==> src/rtl/ramp_pkg.sv <==
package ramp_pkg;
  localparam int CODE_W = 12;
  localparam int STEP_W = 4;
  localparam int DATA_W = 32;

  // field order is the software layout of a slot word
  typedef struct packed {
    logic              rpt;
    logic              down;
    logic [CODE_W-1:0] end_pt;
    logic [STEP_W-1:0] step;
    logic [CODE_W-1:0] start_pt;
  } slot_cfg_t;

  localparam int CFG_W = $bits(slot_cfg_t);

  typedef enum logic [1:0] {ST_IDLE, ST_RUN, ST_HOLD} ramp_state_e;
endpackage

==> src/rtl/ramp_regs.sv <==
module ramp_regs
  import ramp_pkg::*;
#(
  parameter int N_SLOTS = 4,
  parameter int DIV_W   = 16,
  parameter int ADDR_W  = 3
) (
  input  logic                        clk_i,
  input  logic                        rst_ni,
  input  logic                        we_i,
  input  logic [ADDR_W-1:0]           addr_i,
  input  logic [DATA_W-1:0]           wdata_i,
  input  logic [N_SLOTS-1:0]          consume_i,
  input  logic                        complete_i,
  output slot_cfg_t [N_SLOTS-1:0]     cfg_o,
  output logic [DIV_W-1:0]            div_o,
  output logic                        cont_o,
  output logic [N_SLOTS-1:0]          trig_o,
  output logic                        trig_we_o,
  output logic                        done_o,
  output logic                        irq_en_o,
  output logic [DATA_W-1:0]           rdata_o
);
  localparam logic [ADDR_W-1:0] A_CTRL = ADDR_W'(N_SLOTS);
  localparam logic [ADDR_W-1:0] A_TRIG = ADDR_W'(N_SLOTS + 1);
  localparam logic [ADDR_W-1:0] A_STAT = ADDR_W'(N_SLOTS + 2);
  localparam logic [ADDR_W-1:0] A_IEN  = ADDR_W'(N_SLOTS + 3);

  logic [DIV_W-1:0]   div_q;
  logic               cont_q;
  logic [N_SLOTS-1:0] trig_q;
  logic               done_q;
  logic               ien_q;
  logic               unused_hi;

  assign unused_hi = ^wdata_i[DATA_W-1:CFG_W];
  assign trig_we_o = we_i && (addr_i == A_TRIG);

  for (genvar s = 0; s < N_SLOTS; s++) begin : g_slot
    slot_cfg_t q;
    always_ff @(posedge clk_i or negedge rst_ni) begin
      if (!rst_ni) q <= '0;
      else if (we_i && addr_i == ADDR_W'(s)) q <= slot_cfg_t'(wdata_i[CFG_W-1:0]);
    end
    assign cfg_o[s] = q;
  end

  always_ff @(posedge clk_i or negedge rst_ni) begin
    if (!rst_ni) begin
      div_q  <= '0;
      cont_q <= 1'b0;
      ien_q  <= 1'b0;
    end else begin
      if (we_i && addr_i == A_CTRL) begin
        div_q  <= wdata_i[DIV_W-1:0];
        cont_q <= wdata_i[DIV_W];
      end
      if (we_i && addr_i == A_IEN) ien_q <= wdata_i[0];
    end
  end

  // single mode: write-one arms, start consumes; continual: plain level
  always_ff @(posedge clk_i or negedge rst_ni) begin
    if (!rst_ni) trig_q <= '0;
    else if (cont_q) begin
      if (trig_we_o) trig_q <= wdata_i[N_SLOTS-1:0];
    end else begin
      trig_q <= (trig_q & ~consume_i) | (trig_we_o ? wdata_i[N_SLOTS-1:0] : '0);
    end
  end

  // set beats a same-cycle clear
  always_ff @(posedge clk_i or negedge rst_ni) begin
    if (!rst_ni) done_q <= 1'b0;
    else done_q <= (done_q & ~(we_i && addr_i == A_STAT && wdata_i[0])) | complete_i;
  end

  always_comb begin
    rdata_o = '0;
    for (int s = 0; s < N_SLOTS; s++)
      if (addr_i == ADDR_W'(s)) rdata_o = {{(DATA_W-CFG_W){1'b0}}, cfg_o[s]};
    if (addr_i == A_CTRL) rdata_o = {{(DATA_W-DIV_W-1){1'b0}}, cont_q, div_q};
    if (addr_i == A_TRIG) rdata_o = {{(DATA_W-N_SLOTS){1'b0}}, trig_q};
    if (addr_i == A_STAT) rdata_o = {{(DATA_W-1){1'b0}}, done_q};
    if (addr_i == A_IEN)  rdata_o = {{(DATA_W-1){1'b0}}, ien_q};
  end

  assign div_o    = div_q;
  assign cont_o   = cont_q;
  assign trig_o   = trig_q;
  assign done_o   = done_q;
  assign irq_en_o = ien_q;
endmodule

==> src/rtl/ramp_arb.sv <==
module ramp_arb #(
  parameter int N     = 4,
  parameter int IDX_W = $clog2(N)
) (
  input  logic [N-1:0]     req_i,
  output logic [N-1:0]     grant_o,
  output logic [IDX_W-1:0] idx_o,
  output logic             any_o
);
  logic [N-1:0] seen;

  for (genvar i = 0; i < N; i++) begin : g_pri
    if (i == 0) begin : g_first
      assign grant_o[i] = req_i[i];
      assign seen[i]    = req_i[i];
    end else begin : g_rest
      assign grant_o[i] = req_i[i] & ~seen[i-1];
      assign seen[i]    = seen[i-1] | req_i[i];
    end
  end

  assign any_o = seen[N-1];

  always_comb begin
    idx_o = '0;
    for (int i = 0; i < N; i++)
      if (grant_o[i]) idx_o = IDX_W'(i);
  end
endmodule

==> src/rtl/ramp_rate.sv <==
module ramp_rate #(
  parameter int DIV_W = 16
) (
  input  logic             clk_i,
  input  logic             rst_ni,
  input  logic             run_i,
  input  logic [DIV_W-1:0] div_i,
  output logic             tick_o
);
  logic [DIV_W-1:0] cnt_q;
  logic [DIV_W-1:0] last;

  assign last   = (div_i == '0) ? '0 : div_i - 1'b1;
  assign tick_o = run_i && (cnt_q >= last);

  always_ff @(posedge clk_i or negedge rst_ni) begin
    if (!rst_ni) cnt_q <= '0;
    else if (!run_i || tick_o) cnt_q <= '0;
    else cnt_q <= cnt_q + 1'b1;
  end
endmodule

==> src/rtl/ramp_core.sv <==
module ramp_core
  import ramp_pkg::*;
#(
  parameter int N_SLOTS = 4,
  parameter int IDX_W   = $clog2(N_SLOTS)
) (
  input  logic               clk_i,
  input  logic               rst_ni,
  input  logic               req_any_i,
  input  logic [IDX_W-1:0]   sel_idx_i,
  input  slot_cfg_t          sel_cfg_i,
  input  logic               cont_i,
  input  logic [N_SLOTS-1:0] trig_i,
  input  logic               tick_i,
  output logic               start_o,
  output logic               complete_o,
  output logic               run_o,
  output logic               busy_o,
  output logic [CODE_W-1:0]  code_o,
  output slot_cfg_t          act_cfg_o
);
  ramp_state_e       state_q;
  slot_cfg_t         act_q;
  logic [IDX_W-1:0]  idx_q;
  logic [CODE_W-1:0] code_q;
  logic              wrap_q;

  logic              stop, stepping, reach;
  logic [CODE_W:0]   step_x, up_sum, dn_lim;
  logic [CODE_W-1:0] nxt;

  assign step_x = {{(CODE_W+1-STEP_W){1'b0}}, act_q.step};
  assign up_sum = {1'b0, code_q} + step_x;
  assign dn_lim = {1'b0, act_q.end_pt} + step_x;
  assign reach  = act_q.down ? ({1'b0, code_q} <= dn_lim) : (up_sum >= {1'b0, act_q.end_pt});
  assign nxt    = act_q.down ? code_q - step_x[CODE_W-1:0] : up_sum[CODE_W-1:0];

  assign stop = (state_q != ST_IDLE) &&
                ((cont_i && !trig_i[idx_q]) || (state_q == ST_HOLD && !cont_i));
  assign start_o    = (state_q == ST_IDLE) && req_any_i;
  assign stepping   = (state_q == ST_RUN) && tick_i && !stop && (act_q.step != '0);
  assign complete_o = stepping && !wrap_q && reach;

  always_ff @(posedge clk_i or negedge rst_ni) begin
    if (!rst_ni) begin
      state_q <= ST_IDLE;
      act_q   <= '0;
      idx_q   <= '0;
      code_q  <= '0;
      wrap_q  <= 1'b0;
    end else if (start_o) begin
      state_q <= ST_RUN;
      act_q   <= sel_cfg_i;
      idx_q   <= sel_idx_i;
      code_q  <= sel_cfg_i.start_pt;
      wrap_q  <= 1'b0;
    end else if (stop) begin
      state_q <= ST_IDLE;
      wrap_q  <= 1'b0;
    end else if (stepping) begin
      if (wrap_q) begin
        code_q <= act_q.start_pt;
        wrap_q <= 1'b0;
      end else if (reach) begin
        code_q <= act_q.end_pt;
        if (act_q.rpt) wrap_q <= 1'b1;
        else state_q <= cont_i ? ST_HOLD : ST_IDLE;
      end else begin
        code_q <= nxt;
      end
    end
  end

  assign run_o     = (state_q == ST_RUN);
  assign busy_o    = (state_q != ST_IDLE);
  assign code_o    = code_q;
  assign act_cfg_o = act_q;
endmodule

==> src/rtl/step_ramp_gen.sv <==
module step_ramp_gen
  import ramp_pkg::*;
#(
  parameter int N_SLOTS = 4,
  parameter int DIV_W   = 16,
  parameter int ADDR_W  = $clog2(N_SLOTS + 4)
) (
  input  logic              clk_i,
  input  logic              rst_ni,
  input  logic              reg_we_i,
  input  logic [ADDR_W-1:0] reg_addr_i,
  input  logic [31:0]       reg_wdata_i,
  output logic [31:0]       reg_rdata_o,
  output logic [11:0]       code_o,
  output logic              busy_o,
  output logic              irq_o
);
  localparam int IDX_W = $clog2(N_SLOTS);

  slot_cfg_t [N_SLOTS-1:0] cfg_w;
  slot_cfg_t               act_cfg_w;
  logic [DIV_W-1:0]        div_w;
  logic                    cont_w, trig_we_w, done_w, irq_en_w;
  logic [N_SLOTS-1:0]      trig_w, grant_w, consume_w;
  logic [IDX_W-1:0]        sel_idx_w;
  logic                    req_any_w, start_w, complete_w, run_w, tick_w;

  assign consume_w = (start_w && !cont_w) ? grant_w : '0;

  ramp_regs #(.N_SLOTS(N_SLOTS), .DIV_W(DIV_W), .ADDR_W(ADDR_W)) u_regs (
    .clk_i, .rst_ni,
    .we_i(reg_we_i), .addr_i(reg_addr_i), .wdata_i(reg_wdata_i),
    .consume_i(consume_w), .complete_i(complete_w),
    .cfg_o(cfg_w), .div_o(div_w), .cont_o(cont_w), .trig_o(trig_w),
    .trig_we_o(trig_we_w), .done_o(done_w), .irq_en_o(irq_en_w),
    .rdata_o(reg_rdata_o)
  );

  ramp_arb #(.N(N_SLOTS), .IDX_W(IDX_W)) u_arb (
    .req_i(trig_w), .grant_o(grant_w), .idx_o(sel_idx_w), .any_o(req_any_w)
  );

  ramp_rate #(.DIV_W(DIV_W)) u_rate (
    .clk_i, .rst_ni, .run_i(run_w), .div_i(div_w), .tick_o(tick_w)
  );

  ramp_core #(.N_SLOTS(N_SLOTS), .IDX_W(IDX_W)) u_core (
    .clk_i, .rst_ni,
    .req_any_i(req_any_w), .sel_idx_i(sel_idx_w), .sel_cfg_i(cfg_w[sel_idx_w]),
    .cont_i(cont_w), .trig_i(trig_w), .tick_i(tick_w),
    .start_o(start_w), .complete_o(complete_w), .run_o(run_w),
    .busy_o(busy_o), .code_o(code_o), .act_cfg_o(act_cfg_w)
  );

  assign irq_o = done_w & irq_en_w;
endmodule

==> config.mk <==
export PLATFORM = sky130hd
export DESIGN_NAME = step_ramp_gen
export DESIGN_NICKNAME = d
export VERILOG_FILES = /design/src/rtl/ramp_pkg.sv /design/src/rtl/ramp_regs.sv /design/src/rtl/ramp_arb.sv /design/src/rtl/ramp_rate.sv /design/src/rtl/ramp_core.sv /design/src/rtl/step_ramp_gen.sv
export SDC_FILE = /design/constraint.sdc
export NUM_CORES = 1
export LEC_CHECK = 0
export BUFFER_PORTS_ARGS = -buffer_cell sky130_fd_sc_hd__buf_4
export CORE_MARGIN = 10
export CORE_UTILIZATION = 62
export DETAILED_ROUTE_END_ITERATION = 8
export HOLD_SLACK_MARGIN = 0.06
export PLACE_DENSITY_LB_ADDON = 0.12
export SYNTH_ARGS = -nofsm -noshare
export SYNTH_HDL_FRONTEND = slang
export SYNTH_SLANG_ARGS = --single-unit
==> constraint.sdc <==
create_clock -name clk_i -period 4.26 [get_ports clk_i]
set_input_delay 0.426 -clock clk_i [delete_from_list [all_inputs] [get_ports clk_i]]
set_output_delay 0.426 -clock clk_i [all_outputs]
set_load 0.02 [all_outputs]
-- Word-level counts from Yosys, hierarchy flattened
Index checks and enable logic that the tools add are counted.
- register bits after elaboration: 206
- input bits: 38
- output and inout port bits: 46
- word-level logic and storage cells: 152
- add/sub/neg operators: 5
- magnitude comparators: 5
- equal/unequal tests: 13
- multiplexer cells: 41
- bitwise logic cells: 16
- reduce and logical (&&, ||, !) cells: 37
- operator list (operator ; number):
    $mux W30 ; 9
    $mux W12 ; 6
    $bmux W30 S2 ; 1
    $mux W16 ; 2
    $add A12 B4 Y13 ; 2
    $logic_and A1 B1 Y1 ; 20
    $mux W2 ; 9
    $add A16 B1 Y16 const B ; 1
    $ge A16 B16 Y1 ; 1
    $logic_not A16 Y1 ; 1
    $mux W4 ; 4
    $sub A16 B1 Y16 const B ; 1
    $ge A13 B12 Y1 ; 1
    $le A12 B13 Y1 ; 1
    $eq A3 B3 Y1 const B ; 4
    $sub A12 B4 Y12 ; 1
    $mux W1 ; 9
    $eq A3 B2 Y1 const B ; 2
    $lt A2 B3 Y1 const B ; 2
    $ne A3 B3 Y1 const B ; 2
    $reduce_bool A3 Y1 ; 2
    $and A1 B1 Y1 ; 5
    $logic_not A1 Y1 ; 5
    $and A4 B4 Y4 ; 1
    17 further kinds ; 25

-- Depth between registers and ports, before layout
Gate-level depths: netlist of run 1.
- depth after elaboration: 12
- gate-level depth with buffers: 19
- depth with buffers taken out: 16

-- By module
Synthesis of run 1 repeated with hierarchy kept, for this count alone.
- cells, all modules: 1073
- area, all modules: 12653.4 sq um
- by module, submodules not included (module ; instances ; cells an instance ; area each (sq um) ; sequential area each (sq um)):
    ramp_regs ; 1 ; 445 ; 6640.1 ; 3578.4
    ramp_core ; 1 ; 400 ; 3631.0 ; 1176.1
    ramp_rate ; 1 ; 176 ; 1555.2 ; 400.4
    step_ramp_gen ; 1 ; 41 ; 765.7 ; 0.0
    ramp_arb ; 1 ; 11 ; 61.3 ; 0.0

-- Least setup slack after synthesis of run 1
No wires, ideal clock.
- path kind: register -> register
- start: register u_core.code_q[1] (netlist: u_core.code_o[1])
- end: register u_core.code_q[0] (netlist: u_core.code_o[0])
- setup time: 123 ps
- arrival time: 3828 ps
- data required time: 4137 ps
- path slack: 309 ps
- stages on the path, launching flop included: 17
- path buffers: 1
- clock period less this slack: 3951 ps
- cell sequence: dfrtp_1 inv_1 fa_1 or2_1 a221oi_4 nand3_1 nor2_1 xor2_1 ha_1 a21o_1 a211o_1 a31oi_1 o211ai_2 and2_4 or2_1 buf_6 o221a_1
- longest elaborated chain between the ends: 8
- elaborated cells on any way between the ends: 9
- those cells by class: add/sub (1); order compare (2); mux (6)
- RTL lines (what ; RTL line ; RTL):
    from (decl) ; ramp_core.sv:25 ; logic [CODE_W-1:0] code_q;
    from (signal assigned) ; ramp_core.sv:55 ; code_q <= sel_cfg_i.start_pt;
    from (signal assigned) ; ramp_core.sv:62 ; code_q <= act_q.start_pt;
    from (signal assigned) ; ramp_core.sv:65 ; code_q <= act_q.end_pt;
    $add A12 B4 Y13 ; ramp_core.sv:33 ; assign up_sum = {1'b0, code_q} + step_x;
    $ge A13 B12 Y1 ; ramp_core.sv:35 ; assign reach = act_q.down ? ({1'b0, code_q} <= dn_lim) : (up_sum >= {1'b0, act_q.end_pt});
    $mux W1 * ; ramp_core.sv:35 ;
    $mux W12 * ; ramp_core.sv:64 ; end else if (reach) begin
    $mux W12 * ; ramp_core.sv:61 ; if (wrap_q) begin
    $mux W12 * ; ramp_core.sv:60 ; end else if (stepping) begin
    $mux W12 * ; ramp_core.sv:57 ; end else if (stop) begin
    $mux W12 * ; ramp_core.sv:51 ; end else if (start_o) begin
Every way passes the cells marked *; elsewhere a longest branch is shown, timed or not. The select of a mux whose other input is x is not followed.
A chain may end at the register's enable or synchronous reset.

-- Final worst setup path of run 1
- start: register u_core.code_q[0] (netlist: u_core.code_o[0])
- end: register u_core.code_q[0] (netlist: u_core.code_o[0])
- longest elaborated chain between the ends: 8
- elaborated cells on any way between the ends: 11
- those cells by class: add/sub (2); order compare (2); mux (7)
- RTL lines (what ; RTL line):
    $add A12 B4 Y13 ; ramp_core.sv:33
    $ge A13 B12 Y1 ; ramp_core.sv:35
    $mux W1 ; ramp_core.sv:35
    $mux W12 * ; ramp_core.sv:64
    $mux W12 * ; ramp_core.sv:61
    $mux W12 * ; ramp_core.sv:60
    $mux W12 * ; ramp_core.sv:57
    $mux W12 * ; ramp_core.sv:51
Marked as above.

==> flow_summary_export.csv, run 1 <==
group,metric,value,unit
status,outcome,"finished, final reports clean",
floorplan,initial_core_util,63.4,%
clock_tree,root_buffer,"clkbuf_16",
critical_path,rrSetupSlack,0.16,ns
detailed_routing,firstDrtPassIters,5,
critical_path,cp_max_fo,8,
detailed_routing,avgRoutedWirePerCell,21.5,µm
critical_path,critPathRequiredTime,4.67,ns
floorplan,rows,51,
worst_hold_path,hold_end,"u_regs.cfg_o[50]$_DFFE_PN0P_",
synthesis,synth_simple_gate_area_share,10.5,%
detailed_routing,routed_wl,31.2,mm
synthesis,synth_area_leaders,"dfrtp_1 41%, mux2_2 15%, mux4_2 7.8%, ha_1 5.5%, nand2_1 2.8%",
worst_hold_path,whs_path_depth,2,
sta,fmax,244,MHz
critical_path,cpPeakStageDelay,0.42,ns
sta,period_share,96.2,%
synthesis,synth_compound_area_share,11.3,%
floorplan,die_h,162,µm
detailed_routing,antenna_left,0,
floorplan,design.die.area,26200,µm²
power,netSwitchingFraction,37.1,%
final_layout,drive_gt1_share,32.7,%
clock_tree,clock-sinks,206,
sta,hold_violations,0,
detailed_routing,viasPerCell,6.23,
synthesis,syn_area,12500,µm²
worst_hold_path,hp-class,"in2reg",
detailed_routing,vias,9014,
clock_tree,clock_latency,0.53,ns
synthesis,syn_avg_cell_area,11.4,µm²
power,internal-power,5260,µW
detailed_routing,drt_iter0_markers,821,
clock_tree,cts_resized,0,
synthesis,muxShareOfSynthArea,23.5,%
synthesis,yosysTopAreaCell,"dfrtp_1",
worst_hold_path,min_from,"reg_wdata_i[20]",
final_layout,fillCellCount,1454,
detailed_routing,wl_met1,14.0,mm
synthesis,synth_top_family_by_area,"multiplexers",
place,place_hpwl,21.8,mm
clock_tree,cts_made_buffers,23,
final_layout,most-common-layout-cells,"206 x dfrtp_1, 161 x mux2_2, 105 x buf_4",
critical_path,r2r_start,"u_core.code_o[0]$_DFFE_PN0P_",
final_layout,layout.nets,1264,
grt,antenna_found_initial,0,
sta,setup_tns,0,ns
place,gp_congestion,0.881,
sta,rsz0062_at_grt,"false",
synthesis,yosys_warnings,0,
sta,finalSetupViolCount,0,
grt,grtUsageTotal,23.6,%
critical_path,reg2reg_to,"u_core.code_o[0]$_DFFE_PN0P_",
synthesis,synth_ff_type,"dfrtp_1",
critical_path,arrival,4.50,ns
detailed_routing,wl_met2,14.6,mm
grt,grt_overflow_total,0,
synthesis,synth-xor-area-share,3.86,%
power,irDropWorstVdd,0.000338,V
synthesis,synth_fa_ha_area_share,6.00,%
clock_tree,clock_path_buffers,3,
sta,slew_violations,0,
clock_tree,post-cts-setup-buffers,0,
synthesis,async_flop_share,100,%
clock_tree,h-tree-depth,1,
critical_path,start_kind,"register",
final_layout,area_growth_syn_to_layout,13.5,%
detailed_routing,drc,0,
final_layout,diodes,0,
synthesis,synthCells,1095,
clock_tree,clk_pin_slew,0.06,ns
critical_path,path_class,"reg2reg",
sta,skew,0.0154,ns
final_layout,final_common_cell,"dfrtp_1",
floorplan,die_w,162,µm
grt,grt_pass1_vias,8910,
synthesis,synth-edff-count,0,
final_layout,fin_util,72.0,%
run,drv_cap,0,
power,p_leak,0.00625,µW
synthesis,synth_top_area_share,41.3,%
power,combPwrFrac,40.1,%
floorplan,core-area,19700,µm²
place,numPortBuffers,79,
power,p_seq_share,36.0,%
detailed_routing,dr_wl_met3,2.00,mm
power,p_clk_share,23.9,%
critical_path,path_cells,"ha_1 -> inv_1 -> fa_1 -> or2_1 -> a221oi_4 -> nand3_1 -> nor2_1 -> xor2_1 -> ha_1 -> a21o_1 -> a211o_1 -> a31oi_1 -> o211ai_2 -> and2_4 -> or2_1 -> o221a_1",
critical_path,r2r_cells,16,
floorplan,ioPinCount,84,
synthesis,ys_ff_latch,206,
critical_path,crit_slowest_cell,"fa_1",
clock_tree,cts_hold_buf,1,
synthesis,post_synth_num_cell_types,73,
sta,slew_headroom,42.0,%
grt,grt_max_degree,92,
detailed_routing,highest_layer,"met4",
clock_tree,tritoncts,"done",
power,switching_power,3100,µW
grt,grt_pass1_wl,50.3,mm
power,cellPowerDensity,591,nW/µm²
synthesis,synth-seq-area-share,41.3,%
power,p_total,8360,µW
sta,period_needed,4.10,ns
sta,worstMarginPinSlew,0.866,ns
critical_path,worst_setup_path_end_kind,"register",
-- worst max path at each step --
| stage | start | to | slack (ns) | cells after the start |
|---|---|---|---|---|
| global route | u_core.code_o[0]$_DFFE_PN0P_ | u_core.code_o[0]$_DFFE_PN0P_ | 0.02 | 16 |
| floorplan | u_core.code_o[1]$_DFFE_PN0P_ | u_core.code_o[0]$_DFFE_PN0P_ | 0.31 | 16 |
| finish | u_core.code_o[0]$_DFFE_PN0P_ | u_core.code_o[0]$_DFFE_PN0P_ | 0.16 | 16 |
| CTS | u_core.code_o[0]$_DFFE_PN0P_ | u_core.code_o[0]$_DFFE_PN0P_ | 0.20 | 16 |
| detailed placement | u_core.code_o[0]$_DFFE_PN0P_ | u_core.code_o[0]$_DFFE_PN0P_ | 0.23 | 16 |
| global placement | u_core.code_o[0]$_DFFE_PN0P_ | u_core.code_o[0]$_DFFE_PN0P_ | 0.28 | 16 |
-- worst max-delay path, delay by kind of cell, from the launching register on --
kind                     cells  cell delay (ns)
adder cells (fa/ha/maj)      3             0.87
flip-flops                   1             0.41
AND/OR/NAND/NOR              5             1.12
buffers and inverters        1             0.06
AO/OA/AOI/OAI                6             1.34
XOR/XNOR                     1             0.17
-- flip-flops by register name (all words and copies together), names as in the netlist --
register and cells:
u_rate.cnt_q 16, u_regs.div_o 16, u_core.idx_q 2, u_regs.irq_en_o 1, u_core.act_cfg_o 30, u_core.state_q 2, u_core.code_o 12, u_regs.trig_o 4
u_regs.done_o 1, u_regs.cont_o 1, u_regs.cfg_o 120, u_core.wrap_q 1
-- cell families after synthesis --
group / after synthesis
AND/OR/NAND/NOR: 268
adder cells (fa/ha/maj): 58
other: 1
XOR/XNOR: 55
flip-flops: 206
multiplexers: 217
buffers and inverters: 96
AO/OA/AOI/OAI: 194
-- area by class of cell --
| class | instances | area [µm²] | share of cell area, % |
|---|---|---|---|
| clock buffers | 33 | 653 | 4.61 |
| clock inverters | 7 | 105 | 0.742 |
| inverters | 34 | 128 | 0.902 |
| multi-input cells | 794 | 6930 | 49.0 |
| flip-flops and latches | 206 | 5150 | 36.4 |
| well taps | 265 | 332 | 2.34 |
| repair buffers | 109 | 852 | 6.02 |
-- power by group through the flow --
stage / Sequential (µW) / Combinational [µW] / Clock, µW
after global placement: 3000 / 3250 / 0
final: 3020 / 3350 / 2000
after detailed placement: 3030 / 3330 / 0
after CTS: 3000 / 3360 / 2030
after global routing: 3080 / 3720 / 2100
after floorplan: 2860 / 2480 / 0
-- synthesized netlist by cell type (5+ instances only) --
master and n:
a21o_1 15, a21oi_1 41, a221oi_2 8, a31oi_1 5, and2_1 24, and3_1 7, buf_2 24, clkbuf_1 27
dfrtp_1 206, ha_1 55, inv_1 34, mux2_2 161, mux2i_1 12, mux4_2 43, nand2_1 93, nand2b_1 6
nand3_1 23, nand4_1 9, nor2_1 57, nor2b_1 9, nor3_1 10, nor4_1 6, o21a_1 8, o21ai_0 48
o221a_2 7, o221ai_1 9, o22ai_1 9, o2bb2ai_1 8, xnor2_1 28, xor2_1 27
-- stage by stage --
stage	instance area [µm²]	cells	worst slack [ns]	hold WS, ns
detailed placement	13400	1407	0.225	0.463
global placement	13400	1407	0.283	0.457
floorplan	12500	1096	0.309	0.130
CTS	14200	1448	0.198	0.147
global route	14200	1448	0.0213	0.158
finish	14200	1448	0.164	0.159
-- metal layers --
layer,global-route usage (%),vias up
li1,-,4155
met1,33.9,4530
met2,37.0,283
met3,3.89,46
met4,4.92,0
met5,0,-
Power figures use the tool's default switching activity.
==> run 2: changes to the inputs <==
--- a/config.mk
+++ b/config.mk
@@ -7,7 +7,7 @@
 export LEC_CHECK = 0
 export BUFFER_PORTS_ARGS = -buffer_cell sky130_fd_sc_hd__buf_4
 export CORE_MARGIN = 10
-export CORE_UTILIZATION = 62
+export CORE_UTILIZATION = 43
 export DETAILED_ROUTE_END_ITERATION = 8
 export HOLD_SLACK_MARGIN = 0.06
 export PLACE_DENSITY_LB_ADDON = 0.12
==> run 2 against run 1 <==
Combinational power rose by 2%; maximum frequency grew 1.7%; highest routed layer unchanged; non-clock buffer count is 7 higher; clock power increased by 5%; largest cell class unchanged; critical endpoint unchanged; first-iteration DRC count fell by 31%; setup slack better by 0.067 ns.
==> flow_summary_export.csv, run 2 (synthesized netlist as in run 1, its figures left out) <==
group,metric,value,unit
power,p_leak,0.00632,µW
worst_hold_path,hp-class,"in2reg",
floorplan,die_h,190,µm
sta,hold_violations,0,
critical_path,arrival,4.43,ns
sta,period_share,94.6,%
final_layout,area_growth_syn_to_layout,15.6,%
detailed_routing,antenna_left,0,
critical_path,start_kind,"register",
sta,finalSetupViolCount,0,
grt,grtUsageTotal,18.7,%
status,outcome,"finished, final reports clean",
final_layout,diodes,0,
critical_path,critPathRequiredTime,4.66,ns
final_layout,largest_reg_flops,120,
place,numPortBuffers,79,
power,p_total,8510,µW
sta,worstMarginPinSlew,0.786,ns
final_layout,most-common-layout-cells,"206 x dfrtp_1, 161 x mux2_2, 112 x buf_4",
clock_tree,h-tree-depth,1,
floorplan,ioPinCount,84,
grt,grt_max_degree,95,
clock_tree,clock_latency,0.52,ns
floorplan,rows,62,
detailed_routing,drc,0,
place,dp_slack,0.144,ns
clock_tree,clock_path_buffers,3,
detailed_routing,drt_iter0_markers,570,
sta,slew_headroom,47.6,%
grt,antenna_found_initial,0,
sta,fmax,248,MHz
clock_tree,tritoncts,"done",
clock_tree,cts_made_buffers,25,
detailed_routing,firstDrtPassIters,5,
sta,fin_ws,0.231,ns
critical_path,worst_setup_path_end_kind,"register",
sta,period_needed,4.03,ns
clock_tree,clk_pin_slew,0.06,ns
floorplan,design.die.area,36200,µm²
run,drv_cap,0,
sta,slew_violations,0,
detailed_routing,routed_wl,33.8,mm
place,place_hpwl,23.9,mm
detailed_routing,vias,8951,
grt,grt_overflow_total,0,
sta,skew,0.0139,ns
place,placed_cells,1532,
worst_hold_path,whs_path_depth,2,
place,gp_congestion,0.843,
detailed_routing,avgRoutedWirePerCell,21.4,µm
grt,grt_pass1_vias,9149,
clock_tree,clock-sinks,206,
sta,setup_tns,0,ns
floorplan,initial_core_util,43.6,%
critical_path,path_class,"reg2reg",
clock_tree,root_buffer,"clkbuf_16",
critical_path,r2r_cells,16,
final_layout,final_common_cell,"dfrtp_1",
floorplan,core-area,28600,µm²
floorplan,die_w,190,µm
final_layout,drive_gt1_share,33.4,%
power,irDropWorstVdd,0.000280,V
detailed_routing,viasPerCell,5.68,
grt,grt_pass1_wl,54.2,mm
critical_path,cp_max_fo,8,
power,cellPowerDensity,591,nW/µm²
final_layout,final_cells,1576,
final_layout,layout.nets,1273,
==> run 2: cell types whose count changed in the layout (fill, tap and decap cells not counted), sizes merged <==
| cell | previous run | this run |
|---|---|---|
| inv | 35 | 34 |
| clkbuf | 34 | 38 |
| clkinvlp | 2 | 1 |
| buf | 107 | 114 |
==> run 2: critical path, stage by stage, from the launching register on <==
cell	delay, ns
dfrtp_1	0.43
ha_1	0.21
inv_1	0.06
fa_1	0.43
or2_1	0.28
a221oi_4	0.25
nand3_1	0.13
nor2_1	0.16
xor2_1	0.16
ha_1	0.26
a21o_1	0.16
a211o_1	0.28
a31oi_1	0.22
o211ai_2	0.18
and2_4	0.19
or2_4	0.30
o221a_1	0.23
==> run 2: metal layers <==
metal	GRT usage (%)	wire, µm
met1	27.4	16500
met2	29.3	15500
met3	2.08	1220
met4	3.97	541
met5	0	0
==> run 2: through the flow <==
stage | cell area (µm²) | hold WS, ns | utilization, %
2_1_floorplan | 12500 | 0.130 | -
3_3_place_gp | 13600 | 0.457 | 47.5
3_5_place_dp | 13600 | 0.458 | 47.5
4_1_cts | 14400 | 0.143 | 50.3
5_1_grt | 14400 | 0.160 | 50.3
6_report | 14400 | 0.169 | 50.3
==> run 2: path summary, 6_finish.rpt <==
path | start | endpoint | slack [ns]
setup reg to reg | u_core.act_cfg_o[12]$_DFFE_PN0P_ | u_core.code_o[0]$_DFFE_PN0P_ | 0.23
setup / recovery | u_core.act_cfg_o[12]$_DFFE_PN0P_ | u_core.code_o[0]$_DFFE_PN0P_ | 0.23
hold / removal | reg_wdata_i[20] | u_regs.cfg_o[80]$_DFFE_PN0P_ | 0.17
max in group asynchronous | rst_ni | u_core.act_cfg_o[18]$_DFFE_PN0P_ | 2.73
hold reg to reg | u_core.act_cfg_o[3]$_DFFE_PN0P_ | u_core.act_cfg_o[3]$_DFFE_PN0P_ | 0.47
min in group asynchronous | rst_ni | u_regs.cfg_o[68]$_DFFE_PN0P_ | 0.55
==> run 2: cell type report <==
class	count	area, µm²
multi-input combinational	794	6950
clock buffer	37	721
clock inverter	5	77.6
sequential	206	5150
tap	384	480
inverter	34	128
timing repair buffer	116	905
fill	2574	14200
==> run 2: report_power, final <==
| part | switching [µW] | internal, µW | leakage (µW) | total [µW] |
|---|---|---|---|---|
| clock network | 818 | 1280 | 0.000389 | 2100 |
| registers | 546 | 2450 | 0.00254 | 3000 |
| logic | 1790 | 1630 | 0.00339 | 3420 |
==> run 2: timing repair <==
item,in CTS,in global routing
hold endpoints to repair,90,0
endpoints found under the setup margin,0,9
setup buffers,0,1
resized for setup,0,2
hold buffers,1,0
